## src/rtl/psram_ctl_pkg.sv

```systemverilog
package psram_ctl_pkg;

    localparam int unsigned ADDR_W = 18;
    localparam int unsigned DATA_W = 16;
    localparam int unsigned LANES  = DATA_W / 8;

    typedef enum logic [2:0] {
        PH_IDLE,
        PH_RD,
        PH_TURN,
        PH_WSET,
        PH_WLOW,
        PH_WREC
    } phase_e;

    typedef struct packed {
        logic              wr;
        logic [ADDR_W-1:0] addr;
        logic [DATA_W-1:0] wdata;
        logic [LANES-1:0]  lanes;
    } xfer_t;

    typedef struct packed {
        logic ce_n;
        logic we_n;
        logic oe_n;
    } strobe_t;

    // Strobe levels seen on the memory pins during each phase.
    function automatic strobe_t phase_strobes(input phase_e ph);
        strobe_t s;
        s = '{ce_n: 1'b1, we_n: 1'b1, oe_n: 1'b1};
        case (ph)
            PH_RD:   begin s.ce_n = 1'b0; s.oe_n = 1'b0; end
            PH_WSET: s.ce_n = 1'b0;
            PH_WLOW: begin s.ce_n = 1'b0; s.we_n = 1'b0; end
            PH_WREC: s.ce_n = 1'b0;
            default: s = '{ce_n: 1'b1, we_n: 1'b1, oe_n: 1'b1};
        endcase
        return s;
    endfunction

    // Phase that follows the last clock of a given phase.
    function automatic phase_e phase_after(input phase_e ph);
        case (ph)
            PH_RD:   return PH_TURN;
            PH_WSET: return PH_WLOW;
            PH_WLOW: return PH_WREC;
            default: return PH_IDLE;
        endcase
    endfunction

endpackage

```

## src/rtl/psram_xfer_latch.sv

```systemverilog
module psram_xfer_latch
    import psram_ctl_pkg::*;
(
    input  logic  clk,
    input  logic  rst,
    input  logic  load,
    input  xfer_t d,
    output xfer_t q
);

    always_ff @(posedge clk) begin
        if (rst) begin
            q <= '0;
        end else if (load) begin
            q <= d;
        end
    end

endmodule

```

## src/rtl/psram_phase_seq.sv

```systemverilog
module psram_phase_seq
    import psram_ctl_pkg::*;
#(
    parameter int unsigned RD_CYC   = 8,
    parameter int unsigned WSET_CYC = 2,
    parameter int unsigned WLOW_CYC = 5,
    parameter int unsigned TURN_CYC = 3
) (
    input  logic   clk,
    input  logic   rst,
    input  logic   start,
    input  logic   is_wr,
    output phase_e phase,
    output logic   ready,
    output logic   rd_last
);

    localparam int unsigned MAX_A = (RD_CYC > WLOW_CYC) ? RD_CYC : WLOW_CYC;
    localparam int unsigned MAX_B = (WSET_CYC > TURN_CYC) ? WSET_CYC : TURN_CYC;
    localparam int unsigned MAX_C = (MAX_A > MAX_B) ? MAX_A : MAX_B;
    localparam int unsigned CW    = $clog2(MAX_C + 1);

    logic [CW-1:0] cnt;
    logic [CW-1:0] limit;
    logic          at_end;

    always_comb begin
        case (phase)
            PH_RD:   limit = CW'(RD_CYC);
            PH_TURN: limit = CW'(TURN_CYC);
            PH_WSET: limit = CW'(WSET_CYC);
            PH_WLOW: limit = CW'(WLOW_CYC);
            default: limit = CW'(1);
        endcase
    end

    assign at_end  = (phase != PH_IDLE) && (cnt == limit - 1'b1);
    assign ready   = (phase == PH_IDLE);
    assign rd_last = (phase == PH_RD) && at_end;

    always_ff @(posedge clk) begin
        if (rst) begin
            phase <= PH_IDLE;
            cnt   <= '0;
        end else if (phase == PH_IDLE) begin
            cnt <= '0;
            if (start) begin
                phase <= is_wr ? PH_WSET : PH_RD;
            end
        end else if (at_end) begin
            phase <= phase_after(phase);
            cnt   <= '0;
        end else begin
            cnt <= cnt + 1'b1;
        end
    end

    // a new cycle only begins from the idle phase
    p_start_from_idle_r9: assert property (@(posedge clk) disable iff (rst)
        (phase != PH_IDLE) |=> (phase != PH_RD && phase != PH_WSET) || $stable(phase)
            || $past(at_end));

endmodule

```

## src/rtl/psram_rd_capture.sv

```systemverilog
module psram_rd_capture
    import psram_ctl_pkg::*;
(
    input  logic              clk,
    input  logic              rst,
    input  logic              sample,
    input  logic [LANES-1:0]  lanes,
    input  logic [DATA_W-1:0] din,
    output logic [DATA_W-1:0] rdata,
    output logic              rvalid
);

    for (genvar l = 0; l < LANES; l++) begin : g_lane
        always_ff @(posedge clk) begin
            if (rst) begin
                rdata[l*8 +: 8] <= '0;
            end else if (sample) begin
                rdata[l*8 +: 8] <= lanes[l] ? din[l*8 +: 8] : 8'h00;
            end
        end
    end

    always_ff @(posedge clk) begin
        if (rst) begin
            rvalid <= 1'b0;
        end else begin
            rvalid <= sample;
        end
    end

    // the valid pulse lasts a single clock
    p_valid_pulse_r4: assert property (@(posedge clk) disable iff (rst)
        rvalid |=> !rvalid);

endmodule

```

## src/rtl/psram_cycle_ctrl.sv

```systemverilog
module psram_cycle_ctrl
    import psram_ctl_pkg::*;
#(
    parameter int unsigned RD_CYC   = 8,
    parameter int unsigned WSET_CYC = 2,
    parameter int unsigned WLOW_CYC = 5,
    parameter int unsigned TURN_CYC = 3
) (
    input  logic              clk,
    input  logic              rst,
    input  logic              req,
    input  logic              req_wr,
    input  logic [ADDR_W-1:0] req_addr,
    input  logic [DATA_W-1:0] req_wdata,
    input  logic [LANES-1:0]  req_be,
    output logic              ready,
    output logic [DATA_W-1:0] rd_data,
    output logic              rd_valid,
    output logic              mem_ce_n,
    output logic              mem_we_n,
    output logic              mem_oe_n,
    output logic              mem_ub_n,
    output logic              mem_lb_n,
    output logic [ADDR_W-1:0] mem_addr,
    output logic [DATA_W-1:0] mem_dout,
    output logic              mem_doe,
    input  logic [DATA_W-1:0] mem_din
);

    localparam int unsigned QW = $clog2(TURN_CYC + 1) + 1;

    logic             accept;
    xfer_t            incoming;
    xfer_t            cur;
    phase_e           phase;
    logic             sample;
    strobe_t          strb;
    logic [LANES-1:0] lane_en_n;

    assign accept   = req && ready;
    assign incoming = '{wr: req_wr, addr: req_addr, wdata: req_wdata, lanes: req_be};

    psram_xfer_latch u_latch (
        .clk  (clk),
        .rst  (rst),
        .load (accept),
        .d    (incoming),
        .q    (cur)
    );

    psram_phase_seq #(
        .RD_CYC   (RD_CYC),
        .WSET_CYC (WSET_CYC),
        .WLOW_CYC (WLOW_CYC),
        .TURN_CYC (TURN_CYC)
    ) u_seq (
        .clk     (clk),
        .rst     (rst),
        .start   (accept),
        .is_wr   (req_wr),
        .phase   (phase),
        .ready   (ready),
        .rd_last (sample)
    );

    psram_rd_capture u_cap (
        .clk    (clk),
        .rst    (rst),
        .sample (sample),
        .lanes  (cur.lanes),
        .din    (mem_din),
        .rdata  (rd_data),
        .rvalid (rd_valid)
    );

    always_comb begin
        strb      = phase_strobes(phase);
        lane_en_n = ~(cur.lanes & {LANES{strb.ce_n == 1'b0}});
    end

    assign mem_ce_n = strb.ce_n;
    assign mem_we_n = strb.we_n;
    assign mem_oe_n = strb.oe_n;
    assign mem_lb_n = lane_en_n[0];
    assign mem_ub_n = lane_en_n[LANES-1];
    assign mem_addr = cur.addr;
    assign mem_dout = cur.wdata;
    assign mem_doe  = (phase == PH_WLOW);

    // Clocks since output enable was last low, saturating at TURN_CYC.
    logic [QW-1:0] oe_quiet;
    always_ff @(posedge clk) begin
        if (rst) begin
            oe_quiet <= QW'(TURN_CYC);
        end else if (!mem_oe_n) begin
            oe_quiet <= '0;
        end else if (oe_quiet < QW'(TURN_CYC)) begin
            oe_quiet <= oe_quiet + 1'b1;
        end
    end

    // bus driven only after the memory has had time to release it
    p_turnaround_r7: assert property (@(posedge clk) disable iff (rst)
        mem_doe |-> (oe_quiet >= QW'(TURN_CYC)));

    // read and write strobes never overlap
    p_oe_excl_r3: assert property (@(posedge clk) disable iff (rst)
        !mem_oe_n |-> (mem_we_n && !mem_ce_n));

    // data bus only driven under a low write enable
    p_drive_we_r6: assert property (@(posedge clk) disable iff (rst)
        mem_doe |-> (!mem_we_n && !mem_ce_n && mem_oe_n));

    // no strobe is active while the controller reports idle
    p_idle_quiet_r9: assert property (@(posedge clk) disable iff (rst)
        ready |-> (mem_ce_n && mem_we_n && mem_oe_n && mem_ub_n && mem_lb_n && !mem_doe));

    // address and lane enables held while chip enable stays low
    p_addr_hold_r2: assert property (@(posedge clk) disable iff (rst)
        (!mem_ce_n && $past(!mem_ce_n)) |->
            ($stable(mem_addr) && $stable(mem_ub_n) && $stable(mem_lb_n)));

    // write pulse is framed by chip enable on both sides
    p_we_framed_r5: assert property (@(posedge clk) disable iff (rst)
        $rose(mem_we_n) |-> !mem_ce_n);

endmodule

```

## config.mk

```make
export PLATFORM = sky130hd
export DESIGN_NAME = psram_cycle_ctrl
export DESIGN_NICKNAME = d
export VERILOG_FILES = /design/src/rtl/psram_ctl_pkg.sv /design/src/rtl/psram_xfer_latch.sv /design/src/rtl/psram_phase_seq.sv /design/src/rtl/psram_rd_capture.sv /design/src/rtl/psram_cycle_ctrl.sv
export SDC_FILE = /design/constraint.sdc
export NUM_CORES = 1
export LEC_CHECK = 0
export ABC_AREA = 1
export ABC_CLOCK_PERIOD_IN_PS = 2170
export CAP_MARGIN = 20
export CORE_MARGIN = 2
export CORE_UTILIZATION = 35
export DETAILED_ROUTE_END_ITERATION = 6
export PLACE_DENSITY = 0.7
export SLEW_MARGIN = 15
export SYNTH_ARGS = -nofsm -noshare
export SYNTH_HDL_FRONTEND = slang
export SYNTH_HIERARCHICAL = 1
export SYNTH_SLANG_ARGS = --single-unit
```

## constraint.sdc

```tcl
create_clock -name clk -period 2.17 [get_ports clk]
set_input_delay 0.434 -clock clk [delete_from_list [all_inputs] [get_ports clk]]
set_output_delay 0.434 -clock clk [all_outputs]
set_load 0.005 [all_outputs]
```

======== Word-level counts from Yosys, hierarchy flattened ========
Index checks and enable logic that the tools add are counted.
Widths: inputs -> output; s select.
cells by class
  order comparisons ....................... 0
  equal/unequal tests ..................... 7
  bitwise gates (word level) .............. 2
  add/sub/neg operators ................... 2
  reduce and logical (&&, ||, !) cells .... 9
  mux-type cells .......................... 11
  div/mod/pow operators ................... 0
  shifts and indexed selects .............. 0
  multipliers ............................. 0
operators by type and width
  kind                 number
  $mux 8               2
  $pmux 4 s4           1
  $mux 3               3
  $pmux 3 s3           1
  $eq 3x2->1 const B   2
  $eq 3x3->1 const B   2
  $add 4x1->4 const B  1
  $eq 4x4->1           1
  $reduce_or 4->1      1
  $sub 4x1->4 const B  1
  $eq 3x1->1 const B   1
  $logic_and 1x1->1    3
  $logic_not 3->1      1
  $mux 1               3
  $reduce_bool 3->1    1
  $reduce_or 3->1      1
  $and 2x2->2          1
  $mux 2               1
  $ne 2x1->1 const B   1
  $not 2->2            1
  $reduce_and 2->1     1
  $reduce_bool 2->1    1
word-level totals
  register bits after elaboration ......... 60
  input port bits ......................... 56
  bits in latches ......................... 0
  word-level logic and storage cells ...... 39
  memories kept ........................... 0
  memory bits (writable) .................. 0
  bits in read-only memories .............. 0

======== Depth between registers and ports, before layout ========
  depth in word-level cells ............... 7
  gate-level depth with buffers ........... 16
  depth with buffers taken out ............ 14

======== Modules after synthesis ========
The synthesis kept the hierarchy.
by module, submodules not included
  module            instances  sequential area each (sq um)  cells an instance  area each (sq um)
  psram_xfer_latch  1          740.7                         234                1522.7
  psram_rd_capture  1          340.3                         74                 696.9
  psram_phase_seq   1          140.1                         67                 432.9
  psram_cycle_ctrl  1          0.0                           13                 56.3

======== Worst setup path before layout ========
Ideal clock, no wire load.
  kind .................................... flip-flop to flip-flop
  from .................................... register u_seq.phase[2]
  to ...................................... register u_cap.rdata[0]
  period minus slack after synthesis ...... 2.039 ns
  buffers on the path ..................... 2
  stages on the path, launching flop included .. 15
  path slack .............................. 0.131 ns
  arrival time ............................ 1.921 ns
  required time ........................... 2.052 ns
  cell sequence ........................... dfxtp_1 > inv_2 > nand2_2 > inv_1 > ha_1 > nand2_1 > nand3_1 > nor2_2 > nand3_2 > nor3_1 > buf_6 > inv_8 > buf_12 > nand2_2 > a21oi_2
between the ends
  longest elaborated chain between the ends .. 6
  elaborated cells between the ends (all ways) .. 10
RTL lines
  item                                      RTL line                source
  start: declaration                        psram_phase_seq.sv:13   output phase_e phase,
  start signal: assignment                  psram_phase_seq.sv:48   phase <= is_wr ? PH_WSET : PH_RD;
  start signal: assignment                  psram_phase_seq.sv:51   phase <= phase_after(phase);
  $eq 3x3->1, or another cell as far along  psram_phase_seq.sv:28   case (phase)
  $pmux 4 s4                                psram_phase_seq.sv:28
  $sub 4x1->4                               psram_phase_seq.sv:37   assign at_end = (phase != PH_IDLE) && (cnt == limit - 1'b1);
  $eq 4x4->1                                psram_phase_seq.sv:37
  $logic_and 1x1->1                         psram_phase_seq.sv:37
  $logic_and 1x1->1 *                       psram_phase_seq.sv:39   assign rd_last = (phase == PH_RD) && at_end;
  net sample                                psram_cycle_ctrl.sv:36  logic sample;
  end signal: indexed assignment            psram_rd_capture.sv:18  rdata[l*8 +: 8] <= lanes[l] ? din[l*8 +: 8] : 8'h00;
  end: declaration                          psram_rd_capture.sv:9   output logic [DATA_W-1:0] rdata,
The timed path passes the listed nets; every way through them passes the cells marked *.
A chain may end at the register's enable or synchronous reset.

======== Worst setup path after layout ========
  from .................................... register u_seq.phase[1]
  to ...................................... output port ready
between the ends
  longest elaborated chain between the ends .. 1
RTL lines
  item              RTL line                source
  $logic_not 3->1   psram_phase_seq.sv:38   assign ready = (phase == PH_IDLE);
  end: declaration  psram_cycle_ctrl.sv:16  output logic ready,
No other way between the ends.

==> results.py <==
metrics = {
    "status": {
        "status": "complete, no violations",
    },
    "layout": {
        "layout.nets": 551,
        "postLayoutCellArea_sq_um": 4030,
        "drive_gt1_frac": 0.103,
        "final_common_cell": "clkdlybuf4s50_1",
        "syn2layout_area_growth_pct": 50.7,
        "diodes": 0,
        "final_util": 0.549,
        "mostFrequentLayoutCells": "clkdlybuf4s50_1, nand2_1, nor2_1",
    },
    "cts": {
        "root_buffer": "clkbuf_8",
        "clockBufferDepth": 2,
        "cts_tree": "done",
        "htreeDepth": 3,
        "clock_sinks": 60,
        "insertion_delay_ns": 0.32,
        "clkTransAtPathRegs_ns": 0.07,
        "cts_buffers": 9,
        "hold_buffers": 0,
    },
    "route": {
        "wl_per_cell_um": 10.7,
        "vias": 2558,
        "drc": 0,
        "drt_iter0_drc": 130,
        "wl_um": 6360,
        "routed_via_density": 4.30,
        "ant_nets": 0,
        "drt_pre_antenna_iters": 4,
    },
    "place": {
        "gp_congestion": 0.826,
        "dp.final_hpwl_um": 4570,
        "dpl_cell_area_sq_um": 3840,
        "numPortBuffers": 113,
        "dpl_worst_slack_ns": 0.152,
    },
    "sta": {
        "setup_slack_ns": 0.137,
        "finalHoldViolations": 0,
        "clock_skew_ns": 0.00628,
        "max_slew.worst_pin.slew_ns": 0.653,
        "setup_viol": 0,
        "fin_crit_ns": 2.03,
        "slew_viol_final": 0,
        "relSlewSlack": 0.564,
        "min_period_over_period": 0.937,
        "fmax_mhz": 492,
        "holdWs_ns": 0.468,
    },
    "setup_path": {
        "cp-end-kind": "output port",
        "cp.arrival_ns": 1.60,
        "path_max_fanout": 7,
        "worstPathRequired_ns": 1.74,
        "path_class": "reg2out",
        "worstSetupStartpointType": "flip-flop",
    },
    "global_route": {
        "grt_max_degree": 69,
        "grt_antenna_before_repair": 0,
        "grt_usage": 0.154,
        "grt_overflow": 0,
        "grt_pass1_wl_um": 10500,
        "grt_pass1_vias": 2352,
    },
    "floorplanning": {
        "rows": 31,
        "die_y_um": 91.3,
        "pin_count": 114,
        "core_area_sq_um": 7330,
        "die_w_um": 91.3,
        "die_area_sq_um": 8340,
        "start_util": 0.364,
    },
    "synth": {
        "avgSynthCellArea_sq_um": 6.99,
        "syn-num-nets": 440,
        "syn_area_sq_um": 2670,
        "synth_cells": 382,
        "yosysWarningCount": 6,
    },
    "pwr": {
        "leakagePower_nw": 1.76,
        "peakVddDrop_uv": 384,
        "pwr-share-seq": 0.367,
        "p_sw_mw": 1.42,
        "intPower_mw": 2.70,
        "clkPwrFrac": 0.214,
        "power_frac_comb": 0.419,
        "swShare": 0.344,
        "power_density_nw_per_um2": 1020,
    },
    "hold_path": {
        "min_path_type": "reg2reg",
    },
    "flow_run": {
        "maxCapViolations": 0,
    },
}
## worst paths after layout
check        slack [ns]        endpoint  depth (start not counted)           start
max reg2reg        0.16  u_cap/rdata[6]                         12  u_seq/phase[1]
max                0.14           ready                          4  u_seq/phase[1]
min                0.47  u_cap/rdata[9]                          2  u_cap/rdata[9]
min reg2reg        0.47  u_cap/rdata[9]                          2  u_cap/rdata[9]
## worst max-delay path: stages, from the launching register on
cell and delay [ns]:
dfxtp_1 0.38, inv_2 0.08, nand2_1 0.11, nor2_4 0.18, clkdlybuf4s50_1 0.53
## cell type report
cell class | count | area (sq um)
multi-input combinational | 250 | 1120
clock buffer | 12 | 165
sequential | 60 | 1200
timing repair buffer | 118 | 1190
inverter | 54 | 210
fill | 696 | 3310
tap | 99 | 124
clock inverter | 2 | 10.0
## flip-flops by register name, indices dropped and copies added (netlist names)
register	cells
u_seq/phase	3
u_latch/q	36
u_cap/rdata	16
u_seq/cnt	4
u_cap/rvalid	1
## power groups by stage
stage	sequential [mW]	combinational (mW)	clock, mW
2_1_floorplan	1.51	1.04	0
3_3_place_gp	1.52	1.69	0
3_5_place_dp	1.53	1.73	0
4_1_cts	1.51	1.73	0.919
5_1_grt	1.55	1.94	0.963
6_report	1.52	1.73	0.881
## timing repair
action                                  4_1_cts  5_1_grt
gates resized for setup                       0        2
setup buffers                                 0        0
endpoints found under the setup margin        0       12
endpoints found under the hold margin         0        0
## metrics by stage
stage	TNS [ns]	cells	power (mW)
global placement	0	581	3.22
CTS	0	595	4.17
global route	-0.0196	595	4.45
floorplan	0	382	2.54
detailed placement	0	581	3.26
finish	0	595	4.12
## layer usage
metal | part of all wire | GRT usage
met2 | 0.45 | 0.246
met1 | 0.46 | 0.191
met5 | 0 | 0
met4 | 0.013 | 0.0619
met3 | 0.075 | 0.0490
No activity file was read; power rests on OpenSTA's default activity.
